==> src/rtl/sdiv_pkg.sv <==
package sdiv_pkg;

   typedef enum logic [1:0] {
      ST_IDLE = 2'd0,
      ST_RUN  = 2'd1,
      ST_FIN  = 2'd2
   } sdiv_state_e;

   localparam logic [3:0] CS_NONE = 4'b0000;
   localparam logic [3:0] CS_NEG  = 4'b0001;
   localparam logic [3:0] CS_ZERO = 4'b0010;
   localparam logic [3:0] CS_POS  = 4'b0100;

   function automatic logic [3:0] cs_of(input logic is_neg, input logic is_zero);
      if (is_zero)     return CS_ZERO;
      else if (is_neg) return CS_NEG;
      else             return CS_POS;
   endfunction

endpackage

==> src/rtl/sdiv_prep.sv <==
module sdiv_prep #(
   parameter int DW = 16
) (
   input  logic [DW-1:0]   dvd_hi,
   input  logic [DW-1:0]   dvd_lo,
   input  logic [DW-1:0]   dvs,
   output logic [2*DW-1:0] dvd_mag,
   output logic [DW-1:0]   dvs_mag,
   output logic            dvd_neg,
   output logic            q_neg,
   output logic            dvs_zero
);
   localparam int WW = 2 * DW;

   logic [WW-1:0] dvd_full;

   always_comb begin
      dvd_full = {dvd_hi, dvd_lo};
      dvd_neg  = dvd_hi[DW-1];
      q_neg    = dvd_hi[DW-1] ^ dvs[DW-1];
      dvs_zero = (dvs == '0);
      // unsigned magnitudes: the most negative value maps onto its own bit pattern
      dvd_mag  = dvd_neg ? (~dvd_full + WW'(1)) : dvd_full;
      dvs_mag  = dvs[DW-1] ? (~dvs + DW'(1)) : dvs;
   end

endmodule

==> src/rtl/sdiv_core.sv <==
module sdiv_core #(
   parameter int DW           = 16,
   parameter bit NONRESTORING = 1'b0
) (
   input  logic            clk,
   input  logic            rst_n,
   input  logic            load,
   input  logic            step,
   input  logic [2*DW-1:0] dvd_mag,
   input  logic [DW-1:0]   dvs_mag,
   output logic [2*DW-1:0] q_mag,
   output logic [DW-1:0]   r_mag
);
   localparam int WW = 2 * DW;
   localparam int PW = DW + 2;

   logic [WW-1:0] q_sh;
   logic [DW-1:0] dvs_r;

   always_ff @(posedge clk or negedge rst_n) begin
      if (!rst_n) begin
         dvs_r <= '0;
      end else if (load) begin
         dvs_r <= dvs_mag;
      end
   end

   assign q_mag = q_sh;

   generate
      if (NONRESTORING) begin : g_nonrestoring
         logic [PW-1:0] prem;
         logic [PW-1:0] shifted;
         logic [PW-1:0] nxt;
         logic [PW-1:0] dvs_ext;

         always_comb begin
            dvs_ext = {2'b00, dvs_r};
            shifted = {prem[DW:0], q_sh[WW-1]};
            nxt     = prem[PW-1] ? (shifted + dvs_ext) : (shifted - dvs_ext);
            r_mag   = prem[PW-1] ? (prem[DW-1:0] + dvs_r) : prem[DW-1:0];
         end

         always_ff @(posedge clk or negedge rst_n) begin
            if (!rst_n) begin
               prem <= '0;
               q_sh <= '0;
            end else if (load) begin
               prem <= '0;
               q_sh <= dvd_mag;
            end else if (step) begin
               prem <= nxt;
               q_sh <= {q_sh[WW-2:0], ~nxt[PW-1]};
            end
         end
      end else begin : g_restoring
         logic [DW-1:0] prem;
         logic [DW:0]   trial;
         logic          fits;

         always_comb begin
            trial = {prem, q_sh[WW-1]};
            fits  = (trial >= {1'b0, dvs_r});
            r_mag = prem;
         end

         always_ff @(posedge clk or negedge rst_n) begin
            if (!rst_n) begin
               prem <= '0;
               q_sh <= '0;
            end else if (load) begin
               prem <= '0;
               q_sh <= dvd_mag;
            end else if (step) begin
               prem <= fits ? (trial[DW-1:0] - dvs_r) : trial[DW-1:0];
               q_sh <= {q_sh[WW-2:0], fits};
            end
         end
      end
   endgenerate

endmodule

==> src/rtl/sdiv_fix.sv <==
module sdiv_fix #(
   parameter int DW = 16
) (
   input  logic [2*DW-1:0] q_mag,
   input  logic [DW-1:0]   r_mag,
   input  logic            q_neg,
   input  logic            dvd_neg,
   output logic [DW-1:0]   quo,
   output logic [DW-1:0]   rem,
   output logic            ovf,
   output logic [3:0]      status
);
   import sdiv_pkg::*;

   localparam int WW = 2 * DW;

   logic [WW-1:0] limit;

   always_comb begin
      // largest magnitude allowed: 2^(DW-1) for a negative quotient, one less otherwise
      limit  = {{DW{1'b0}}, q_neg, {(DW-1){~q_neg}}};
      ovf    = (q_mag > limit);
      quo    = q_neg ? (~q_mag[DW-1:0] + DW'(1)) : q_mag[DW-1:0];
      rem    = dvd_neg ? (~r_mag + DW'(1)) : r_mag;
      status = cs_of(quo[DW-1], quo == '0);
   end

endmodule

==> src/rtl/sgn_div_wide.sv <==
module sgn_div_wide #(
   parameter int DW           = 16,
   parameter bit NONRESTORING = 1'b0
) (
   input  logic          clk,
   input  logic          rst_n,
   input  logic          start,
   input  logic [DW-1:0] dividend_hi,
   input  logic [DW-1:0] dividend_lo,
   input  logic [DW-1:0] divisor,
   output logic          busy,
   output logic          done,
   output logic [DW-1:0] quotient,
   output logic [DW-1:0] remainder,
   output logic          overflow,
   output logic [3:0]    status
);
   import sdiv_pkg::*;

   localparam int            WW   = 2 * DW;
   localparam int            CW   = $clog2(WW);
   localparam logic [CW-1:0] LAST = CW'(WW - 1);

   if (DW < 4) begin : g_bad_dw
      $error("sgn_div_wide: DW must be at least 4");
   end

   sdiv_state_e   state;
   logic [CW-1:0] cnt;
   logic          q_neg_r, dvd_neg_r;

   logic [WW-1:0] dvd_mag, q_mag;
   logic [DW-1:0] dvs_mag, r_mag;
   logic          dvd_neg, q_neg, dvs_zero;
   logic [DW-1:0] fx_quo, fx_rem;
   logic          fx_ovf;
   logic [3:0]    fx_status;
   logic          accept, core_load, core_step;

   sdiv_prep #(.DW(DW)) u_prep (
      .dvd_hi   (dividend_hi),
      .dvd_lo   (dividend_lo),
      .dvs      (divisor),
      .dvd_mag  (dvd_mag),
      .dvs_mag  (dvs_mag),
      .dvd_neg  (dvd_neg),
      .q_neg    (q_neg),
      .dvs_zero (dvs_zero)
   );

   sdiv_core #(.DW(DW), .NONRESTORING(NONRESTORING)) u_core (
      .clk     (clk),
      .rst_n   (rst_n),
      .load    (core_load),
      .step    (core_step),
      .dvd_mag (dvd_mag),
      .dvs_mag (dvs_mag),
      .q_mag   (q_mag),
      .r_mag   (r_mag)
   );

   sdiv_fix #(.DW(DW)) u_fix (
      .q_mag   (q_mag),
      .r_mag   (r_mag),
      .q_neg   (q_neg_r),
      .dvd_neg (dvd_neg_r),
      .quo     (fx_quo),
      .rem     (fx_rem),
      .ovf     (fx_ovf),
      .status  (fx_status)
   );

   assign busy      = (state != ST_IDLE);
   assign accept    = start && (state == ST_IDLE);
   assign core_load = accept && !dvs_zero;
   assign core_step = (state == ST_RUN);

   always_ff @(posedge clk or negedge rst_n) begin
      if (!rst_n) begin
         state     <= ST_IDLE;
         cnt       <= '0;
         q_neg_r   <= 1'b0;
         dvd_neg_r <= 1'b0;
         done      <= 1'b0;
         quotient  <= '0;
         remainder <= '0;
         overflow  <= 1'b0;
         status    <= CS_NONE;
      end else begin
         done <= 1'b0;
         unique case (state)
            ST_IDLE: begin
               if (accept) begin
                  if (dvs_zero) begin
                     quotient  <= '0;
                     remainder <= '0;
                     overflow  <= 1'b1;
                     status    <= CS_ZERO;
                     done      <= 1'b1;
                  end else begin
                     q_neg_r   <= q_neg;
                     dvd_neg_r <= dvd_neg;
                     cnt       <= '0;
                     state     <= ST_RUN;
                  end
               end
            end
            ST_RUN: begin
               cnt <= cnt + CW'(1);
               if (cnt == LAST) state <= ST_FIN;
            end
            ST_FIN: begin
               quotient  <= fx_quo;
               remainder <= fx_rem;
               overflow  <= fx_ovf;
               status    <= fx_status;
               done      <= 1'b1;
               state     <= ST_IDLE;
            end
            default: state <= ST_IDLE;
         endcase
      end
   end

endmodule


==> config.mk <==
export PLATFORM = sky130hd
export DESIGN_NAME = sgn_div_wide
export DESIGN_NICKNAME = d
export VERILOG_FILES = /design/src/rtl/sdiv_pkg.sv /design/src/rtl/sdiv_prep.sv /design/src/rtl/sdiv_core.sv /design/src/rtl/sdiv_fix.sv /design/src/rtl/sgn_div_wide.sv
export SDC_FILE = /design/constraint.sdc
export NUM_CORES = 1
export LEC_CHECK = 0
export ABC_AREA = 1
export BUFFER_PORTS_ARGS = -buffer_cell sky130_fd_sc_hd__buf_4
export CAP_MARGIN = 20
export CORE_ASPECT_RATIO = 0.6
export CORE_MARGIN = 2
export CORE_UTILIZATION = 60
export DETAILED_ROUTE_END_ITERATION = 7
export GPL_TIMING_DRIVEN = 0
export PLACE_DENSITY = 0.82
export SETUP_SLACK_MARGIN = 0.4
export SLEW_MARGIN = 15
export SYNTH_ARGS = -nofsm -noshare
export SYNTH_HDL_FRONTEND = slang
export SYNTH_SLANG_ARGS = --single-unit
==> constraint.sdc <==
create_clock -name clk -period 2.7 [get_ports clk]
set_clock_uncertainty 0.1 [all_clocks]
set_input_delay 0.27 -clock clk [delete_from_list [all_inputs] [get_ports clk]]
set_output_delay 0.27 -clock clk [all_outputs]
set_load 0.005 [all_outputs]
### Yosys cells after proc, flatten, opt, wreduce, memory -nomap -nowiden

Index checks and enable logic that the tools add are counted.

* $add $sub $neg: 6
* multipliers: 0
* divide/modulo/power cells: 0
* magnitude comparators: 2
* equality and inequality tests: 7
* shift-type cells: 0
* muxes and demuxes: 31
* bitwise gates (word level): 7
* reductions and logical operators: 14

Operators with widths (count)
* $mux W16: 8
* $mux W32: 3
* $pmux W16 S2: 2
* $add A16 B1 Y16 const B: 3
* $not A16 Y16: 3
* $add A32 B1 Y32 const B: 1
* $gt A32 B16 Y1: 1
* $logic_not A16 Y1: 2
* $not A32 Y32: 1
* $ge A17 B16 Y1: 1
* $sub A16 B16 Y16: 1
* $mux W4: 3
* $reduce_and A3 Y1: 4
* $mux W5: 2
* $pmux W5 S2: 1
* $pmux W4 S2: 1
* $reduce_bool A2 Y1: 4
* $mux W2: 3
* $ne A2 B2 Y1 const B: 3
* $add A5 B1 Y5 const B: 1
* $eq A5 B5 Y1 const B: 1
* $mux W1: 4
* $pmux W1 S2: 2
* $pmux W2 S2: 1
* 9 further kinds: 11

* register bits after elaboration: 111
* bits in latches: 0
* RAM bits: 0
* ROM bits: 0
* input bits: 51
* word-level logic and storage cells: 79
* memories kept: 0

### Depth between registers and ports, before layout

Gate-level depths: netlist (run 1).

* depth after elaboration: 6
* gate-level depth with buffers: 16

### Modules after synthesis

A second synthesis (run 1) with hierarchy kept.

* cell total of the unflattened synthesis: 1272
* area, all modules: 8558.2 um^2

By module, submodules not included
* sdiv_core: instances 1, cells each 532, area an instance 3923.8 um^2
* sgn_div_wide: instances 1, cells each 214, area an instance 1940.6 um^2
* sdiv_prep: instances 1, cells each 294, area an instance 1395.1 um^2
* sdiv_fix: instances 1, cells each 232, area an instance 1298.7 um^2

### Worst setup path before layout (run 1)

Ideal clock, no wire load.

* kind: register to register
* from: register u_core.q_sh[31], in the netlist u_core.q_mag[31]
* to: register u_core.g_restoring.prem[10], in the netlist u_core.r_mag[10]
* data arrival time: 1.825 ns
* path slack: 0.657 ns
* cell stages (with the launch flop): 14
* period minus slack after synthesis: 2.043 ns
* cells stage by stage: dfrtp_1 inv_1 ha_1 inv_1 fa_1 nand3_1 nand2_1 nand2_1 nand2_1 a21oi_1 xor2_1 nand2_1 nand3_1 nand2_1

* word-level cells in the longest chain between the ends: 4
* elaborated cells between the ends (all ways): 5
* those cells by class: add/sub (1); order compare (1); mux (3)

Ends and longest elaborated chain
* from (decl): RTL line sdiv_core.sv:17 `logic [WW-1:0] q_sh;`
* from (signal assigned): RTL line sdiv_core.sv:73 `q_sh <= dvd_mag;`
* from (signal assigned): RTL line sdiv_core.sv:76 `q_sh <= {q_sh[WW-2:0], fits};`
* $sub A16 B16 Y16 or $ge A17 B16 Y1 (tied branches): RTL line sdiv_core.sv:75, sdiv_core.sv:63
* $mux W16 *: RTL line sdiv_core.sv:75 `prem <= fits ? (trial[DW-1:0] - dvs_r) : trial[DW-1:0];`
* $mux W16 *: RTL line sdiv_core.sv:74 `end else if (step) begin`
* $mux W16 *: RTL line sdiv_core.sv:71 `end else if (load) begin`
* to (signal assigned): RTL line sdiv_core.sv:75
* to (decl): RTL line sdiv_core.sv:57 `logic [DW-1:0] prem;`

Mark *: on every way between the ends. The rest lies on a longest branch, timed or not. The select of a mux whose other input is x is not followed.
A chain may end at the register's enable or synchronous reset.

### Worst setup path after layout (run 1)

Same ends and word-level chain as after synthesis.

==> results.cfg, run 1 <==
[outcome]
status = complete, no violations

[setup_path]
cp.arrival_ns = 2.39
startpoint_type = flop
end_kind = flop
timing.rr.end = u_core.r_mag[10]$_DFFE_PN0P_
crit_type = flop to flop
reg2reg_setup_slack_ns = 0.47
critPathMaxFanout = 3
worstRegToRegCells = 13
rr_startpoint = u_core.q_mag[31]$_DFFE_PN0P_
cp.required_ns = 2.86
crit_start = u_core.q_mag[31]$_DFFE_PN0P_

[route]
num_vias = 8216
first_pass_iters = 5
drt_iter0_drc = 764
ant_nets = 0
post_drt_via_cell_ratio = 5.725
drc = 0
wirelength_um = 22980
wl_per_cell_um = 16.01

[timing]
rsz0062_at_grt = yes
max_freq_mhz = 448.3
setup_viol = 0
setup_tns_ns = 0
min_period_ns = 2.231
max-slew-margin-rel = 0.3321
worstMarginPinSlew_ns = 1.002
drv_slew = 0
min_period_over_period = 0.8262
hold_violations = 0

[clocking]
numCtsBuffers = 9
clock_latency_ns = 0.37
clock_sinks = 110
htree_levels = 3
tritoncts = built
root_buffer = clkbuf_16
clk_pin_slew_ns = 0.08
cts_buffer_depth = 2

[finish]
layout_commonest_cell = nand2_1
mostFrequentLayoutCells = nand2_1 (300), inv_1 (127), nor2_1 (125)
n_antenna_cell = 0
final_util = 0.7389
final_area_um2 = 9527
syn_to_final_growth_pct = 19.72
drive_above_1_share = 0.1636
fin_cells = 1435
nets = 1350

[yosys]
synth-simple-area-share = 0.2844
ys_ff_latch = 110
muxShareOfSynthArea = 0
synth_ff_type = dfrtp_1
synth_edf_count = 0
synth_nets = 1236
synth.avg_cell_area_um2 = 6.944
synth_top_family_by_area = simple AND/OR/NAND/NOR gates
ys_seq_area_frac = 0.3459
synth_xor_area_frac = 0.05393
synth_fa_ha_area_frac = 0.06226
yosys_warnings = 0
syn_inst = 1146
synth_compound_area_frac = 0.1605
synth_area_um2 = 7958
synth_cell_types = 42
synthArstFlopShare = 1.000

[pwr]
powerDensity_nw_per_um2 = 1251
vdd_drop_max_mv = 0.5602
p_leak_nw = 4.754

[flow_run]
maxCapViolations = 0

[global_route]
antenna_found_initial = 0
first_global_vias = 7223
grtUsageTotal = 0.3256
grt_max_degree = 111
overflow = 0
grt_pass1_wl_um = 36930

[worst_hold_path]
hold_depth = 3
hold_end = u_core.dvs_r[10]$_DFFE_PN0P_
hp-class = primary input to flop
hold_start = divisor[10]

[die]
die_h_um = 93.21
die_x_um = 152.7
start_util = 0.6172
ios = 90
core_area_um2 = 12890
die_area_um2 = 14230
num_rows = 32

[place]
hpwl_um = 17540
gp_congestion = 1.001
place_inst = 1404
numPortBuffers = 88
place_area_um2 = 8835
[stage by stage]
stage / power, mW / setup slack, ns / hold slack, ns
2_1_floorplan: 7.621 / 0.6569 / -0.1256
3_3_place_gp: 9.187 / 0.3080 / 0.3577
3_5_place_dp: 9.376 / 0.3177 / 0.3610
4_1_cts: 10.97 / 0.3870 / 0.09964
5_1_grt: 12.94 / 0.3063 / 0.1230
6_report: 11.92 / 0.4693 / 0.1070
[layout make-up]
| class | count | area (um2) |
|---|---|---|
| Buffer | 40 | 234.0 |
| Clock buffer | 9 | 225.2 |
| Clock inverter | 7 | 88.84 |
| Fill cell | 1031 | 3366 |
| Inverter | 136 | 510.5 |
| Multi-Input combinational cell | 860 | 4710 |
| Sequential cell | 110 | 2766 |
| Tap cell | 170 | 212.7 |
| Timing Repair Buffer | 103 | 779.5 |
[worst max-delay path by stage]
stage	endpoint	slack (ns)	cells after the start
2_1_floorplan	u_core.r_mag[10]$_DFFE_PN0P_	0.66	13
3_3_place_gp	u_core.r_mag[8]$_DFFE_PN0P_	0.31	11
3_5_place_dp	u_core.r_mag[10]$_DFFE_PN0P_	0.32	13
4_1_cts	u_core.r_mag[7]$_DFFE_PN0P_	0.39	9
5_1_grt	u_core.r_mag[2]$_DFFE_PN0P_	0.31	13
6_report	u_core.r_mag[10]$_DFFE_PN0P_	0.47	13
[worst max-delay path, cell delays in order (launching register included)]
cell and delay, ns:
dfrtp_1 0.40, inv_2 0.12, ha_4 0.14, inv_2 0.04, fa_2 0.38, nand3_2 0.11, nand2_2 0.08, nand2_2 0.10
nand2_4 0.07, a21oi_2 0.15, xor2_1 0.22, nand2_1 0.09, nand3_1 0.07, nand2_1 0.06
[power breakdown]
part / internal, mW / switching, mW
clock network: 0.743 / 0.669
registers: 2.34 / 0.716
logic: 3.03 / 4.43
[flip-flops by register name (all words and copies together), names as in the netlist]
signal,count
quotient,16
status,3
state,2
remainder,16
cnt,5
dvd_neg_r,1
q_neg_r,1
u_core.r_mag,16
u_core.dvs_r,16
u_core.q_mag,32
done,1
overflow,1
[what timing repair did]
action                     CTS  global route
setup endpoints to repair   18            48
gates cloned                 0             1
pin swaps                    1            14
hold endpoints to repair    37             0
hold buffers                 1             0
setup buffers                0            13
gates resized for setup     11            50
[synthesized netlist by cell type, types with 2 or more instances]
master | n | share of area
nor3_1 | 10 | 0.0063
nor2_1 | 129 | 0.061
o221ai_2 | 2 | 0.0038
dfrtp_1 | 110 | 0.35
clkbuf_1 | 19 | 0.0090
xor2_1 | 33 | 0.036
o211ai_2 | 4 | 0.0063
nor4_1 | 2 | 0.0016
buf_4 | 2 | 0.0019
nand3b_1 | 2 | 0.0019
nand2_1 | 306 | 0.14
o21ai_1 | 24 | 0.015
nand3_1 | 85 | 0.053
inv_1 | 130 | 0.061
inv_2 | 6 | 0.0028
a21oi_1 | 52 | 0.033
nand4_1 | 12 | 0.0094
a211oi_1 | 2 | 0.0019
o21ai_0 | 94 | 0.059
buf_6 | 7 | 0.0099
o22ai_2 | 3 | 0.0047
nor2_2 | 2 | 0.0016
a21boi_0 | 2 | 0.0019
ha_1 | 38 | 0.060
buf_2 | 12 | 0.0075
xnor2_1 | 16 | 0.018
a31oi_1 | 3 | 0.0024
a22o_1 | 15 | 0.017
o211ai_1 | 9 | 0.0085
o21bai_1 | 3 | 0.0028
[cells by family (layout without fill, tap and decap cells)]
| kind of cell | count (synthesis) | count (layout) |
|---|---|---|
| compound gates | 218 | 218 |
| xor+xnor | 49 | 49 |
| fa+ha+maj | 39 | 39 |
| buf+inv | 176 | 295 |
| flops | 110 | 110 |
| other cells | 1 | 1 |
| simple gates | 553 | 553 |
[per-layer routing]
layer	routed length (um)	share of wire	GRT usage	up-vias
li1	-	-	-	3965
met1	10960	0.48	0.5075	3790
met2	9101	0.40	0.4514	428
met3	2623	0.11	0.08202	33
met4	297	0.013	0.07253	0
met5	0	0	0	-
Power figures use the tool's default switching activity.
==> run 2, diff against run 1 <==
==> constraint.sdc (replaced) <==
create_clock -name clk -period 2.2 [get_ports clk]
set_clock_uncertainty 0.1 [all_clocks]
set_input_delay 0.22 -clock clk [delete_from_list [all_inputs] [get_ports clk]]
set_output_delay 0.22 -clock clk [all_outputs]
set_load 0.005 [all_outputs]
==> run 2 against run 1 <==
Critical endpoint is now u_core.r_mag[0]$_DFFE_PN0P_. Critical path depth up 1. Sequential share of layout area down 2.9 points. Non-clock buffer count up 55. The flow now finishes with violations (setup timing).
==> results.cfg, run 2 (same netlist as run 1, synthesis figures left out) <==
[flow_run]
maxCapViolations = 0

[setup_path]
startpoint_type = flop
cp_slowest_stage_delay_ns = 0.47
cp.required_ns = 2.32
cp.arrival_ns = 2.34
crit_buf_inv = 1
end_kind = flop
cp_cell_sequence = ha_4, nand2_1, nand2_2, nand2_1, nand2_2, nand2_1, and2_4, nand2_2, nand2_4, nand2_4, buf_6, nand2_2, nand3_2, o21ai_1
critPathMaxFanout = 5
cpMostUsedCell = nand2_2
crit_type = flop to flop
crit_slowest_cell = dfrtp_2
cp_top_family = simple AND/OR/NAND/NOR gates

[global_route]
first_global_vias = 7746
grt_max_degree = 111
grt_pass1_wl_um = 40030
grtUsageTotal = 0.3523
antenna_found_initial = 0
overflow = 0

[timing]
setup_viol = 2
hold_violations = 0
setup_tns_ns = -0.02928
hold-worst-slack_ns = 0.05077
fin_ws_ns = -0.01514
max-slew-margin-rel = 0.3298
max_freq_mhz = 451.4
rsz0062_at_grt = yes
drv_slew = 0
worstMarginPinSlew_ns = 1.005
min_period_ns = 2.215
min_period_over_period = 1.007

[die]
die_x_um = 152.7
start_util = 0.6172
die_area_um2 = 14230
die_h_um = 93.21
core_area_um2 = 12890
num_rows = 32
ios = 90

[clocking]
htree_levels = 3
cts_buffer_depth = 2
clock_sinks = 110
clk_pin_slew_ns = 0.08
tritoncts = built
clock_latency_ns = 0.37
root_buffer = clkbuf_16
numCtsBuffers = 9

[place]
place_inst = 1404
gp_congestion = 0.9813
numPortBuffers = 88
hpwl_um = 17800
place_area_um2 = 8965
place_ws_ns = -0.06312

[route]
ant_nets = 0
drt_iter0_drc = 1189
top_layer_used = met4
num_vias = 9185
wirelength_um = 29220
wl_per_cell_um = 19.61
met1_length_um = 11790
post_drt_via_cell_ratio = 6.164
wl_met2_um = 12280
drc = 0
wl_met3_um = 3944
first_pass_iters = 6

[finish]
largest_reg_flops = 32
final_area_um2 = 10660
nFillCells = 780
n_antenna_cell = 0
drive_above_1_share = 0.3045
fin_cells = 1490
syn_to_final_growth_pct = 33.90
nets = 1405
mostFrequentLayoutCells = nand2_1 (267), buf_4 (153), inv_1 (111)
final_util = 0.8265
layout_commonest_cell = nand2_1

[pwr]
vdd_drop_max_mv = 0.8110
total_power_mw = 18.26
p_leak_nw = 5.156
powerDensity_nw_per_um2 = 1714

[outcome]
failed_checks = setup timing
status = complete, but fails checks

[worst_hold_path]
hp-class = primary input to flop
run 2: cell count changes in the layout (fill, tap and decap cells not counted), sizes merged:
cell,change
clkinvlp,+3
bufinv,-1
buf,+57
inv,-3
clkbuf,-1
run 2: metal layers:
metal  track usage  vias to the layer above
met5             0                        -
met4       0.07870                        0
met3       0.07739                      156
met2        0.5198                      765
met1        0.5309                     4208
li1              -                     4056
run 2: worst register-to-register path, stage by stage, from the launching register on:
cell     delay, ns
dfrtp_2       0.47
ha_4          0.32
nand2_1       0.09
nand2_2       0.09
nand2_1       0.07
nand2_2       0.07
nand2_1       0.06
and2_4        0.14
nand2_2       0.09
nand2_4       0.08
nand2_4       0.12
buf_6         0.14
nand2_2       0.05
nand3_2       0.06
o21ai_1       0.13
run 2: worst paths after layout:
kind / start / to / slack [ns] / cells past startpoint
min in group asynchronous: rst_n / quotient[9]$_DFFE_PN0P_ / 0.44 / 2
worst min-delay path: divisor[13] / u_core.dvs_r[13]$_DFFE_PN0P_ / 0.05 / 3
worst max register to register: u_core.r_mag[5]$_DFFE_PN0P_ / u_core.r_mag[0]$_DFFE_PN0P_ / -0.02 / 14
worst max-delay path: u_core.r_mag[5]$_DFFE_PN0P_ / u_core.r_mag[0]$_DFFE_PN0P_ / -0.02 / 14
max in group asynchronous: rst_n / state[0]$_DFFE_PN0P_ / 0.80 / 2
worst min register to register: status[0]$_DFFE_PN0P_ / status[0]$_DFFE_PN0P_ / 0.38 / 2
run 2: layout make-up:
| class | instances | area, um2 | share of cell area |
|---|---|---|---|
| Buffer | 40 | 275.3 | 0.02583 |
| Inverter | 136 | 528.0 | 0.04955 |
| Clock inverter | 6 | 61.31 | 0.005754 |
| Sequential cell | 110 | 2780 | 0.2609 |
| Tap cell | 170 | 212.7 | 0.01996 |
| Timing Repair Buffer | 158 | 1289 | 0.1209 |
| Clock buffer | 10 | 239.0 | 0.02243 |
| Multi-Input combinational cell | 860 | 5270 | 0.4946 |
run 2: repair_timing:
action | in CTS | in global routing
hold buffers | 1 | 0
setup buffers | 30 | 36
endpoints found under the setup margin | 87 | 92
hold endpoints to repair | 110 | 0
gates resized for setup | 119 | 142
pin swaps | 43 | 52
gates cloned | 2 | 1
run 2: power by group:
| group | switching [mW] | leakage [nW] | internal [mW] |
|---|---|---|---|
| logic | 7.44 | 3.75 | 5.28 |
| clock network | 0.845 | 0.144 | 0.829 |
| registers | 0.975 | 1.26 | 2.89 |
| total | 9.26 | 5.16 | 9.00 |
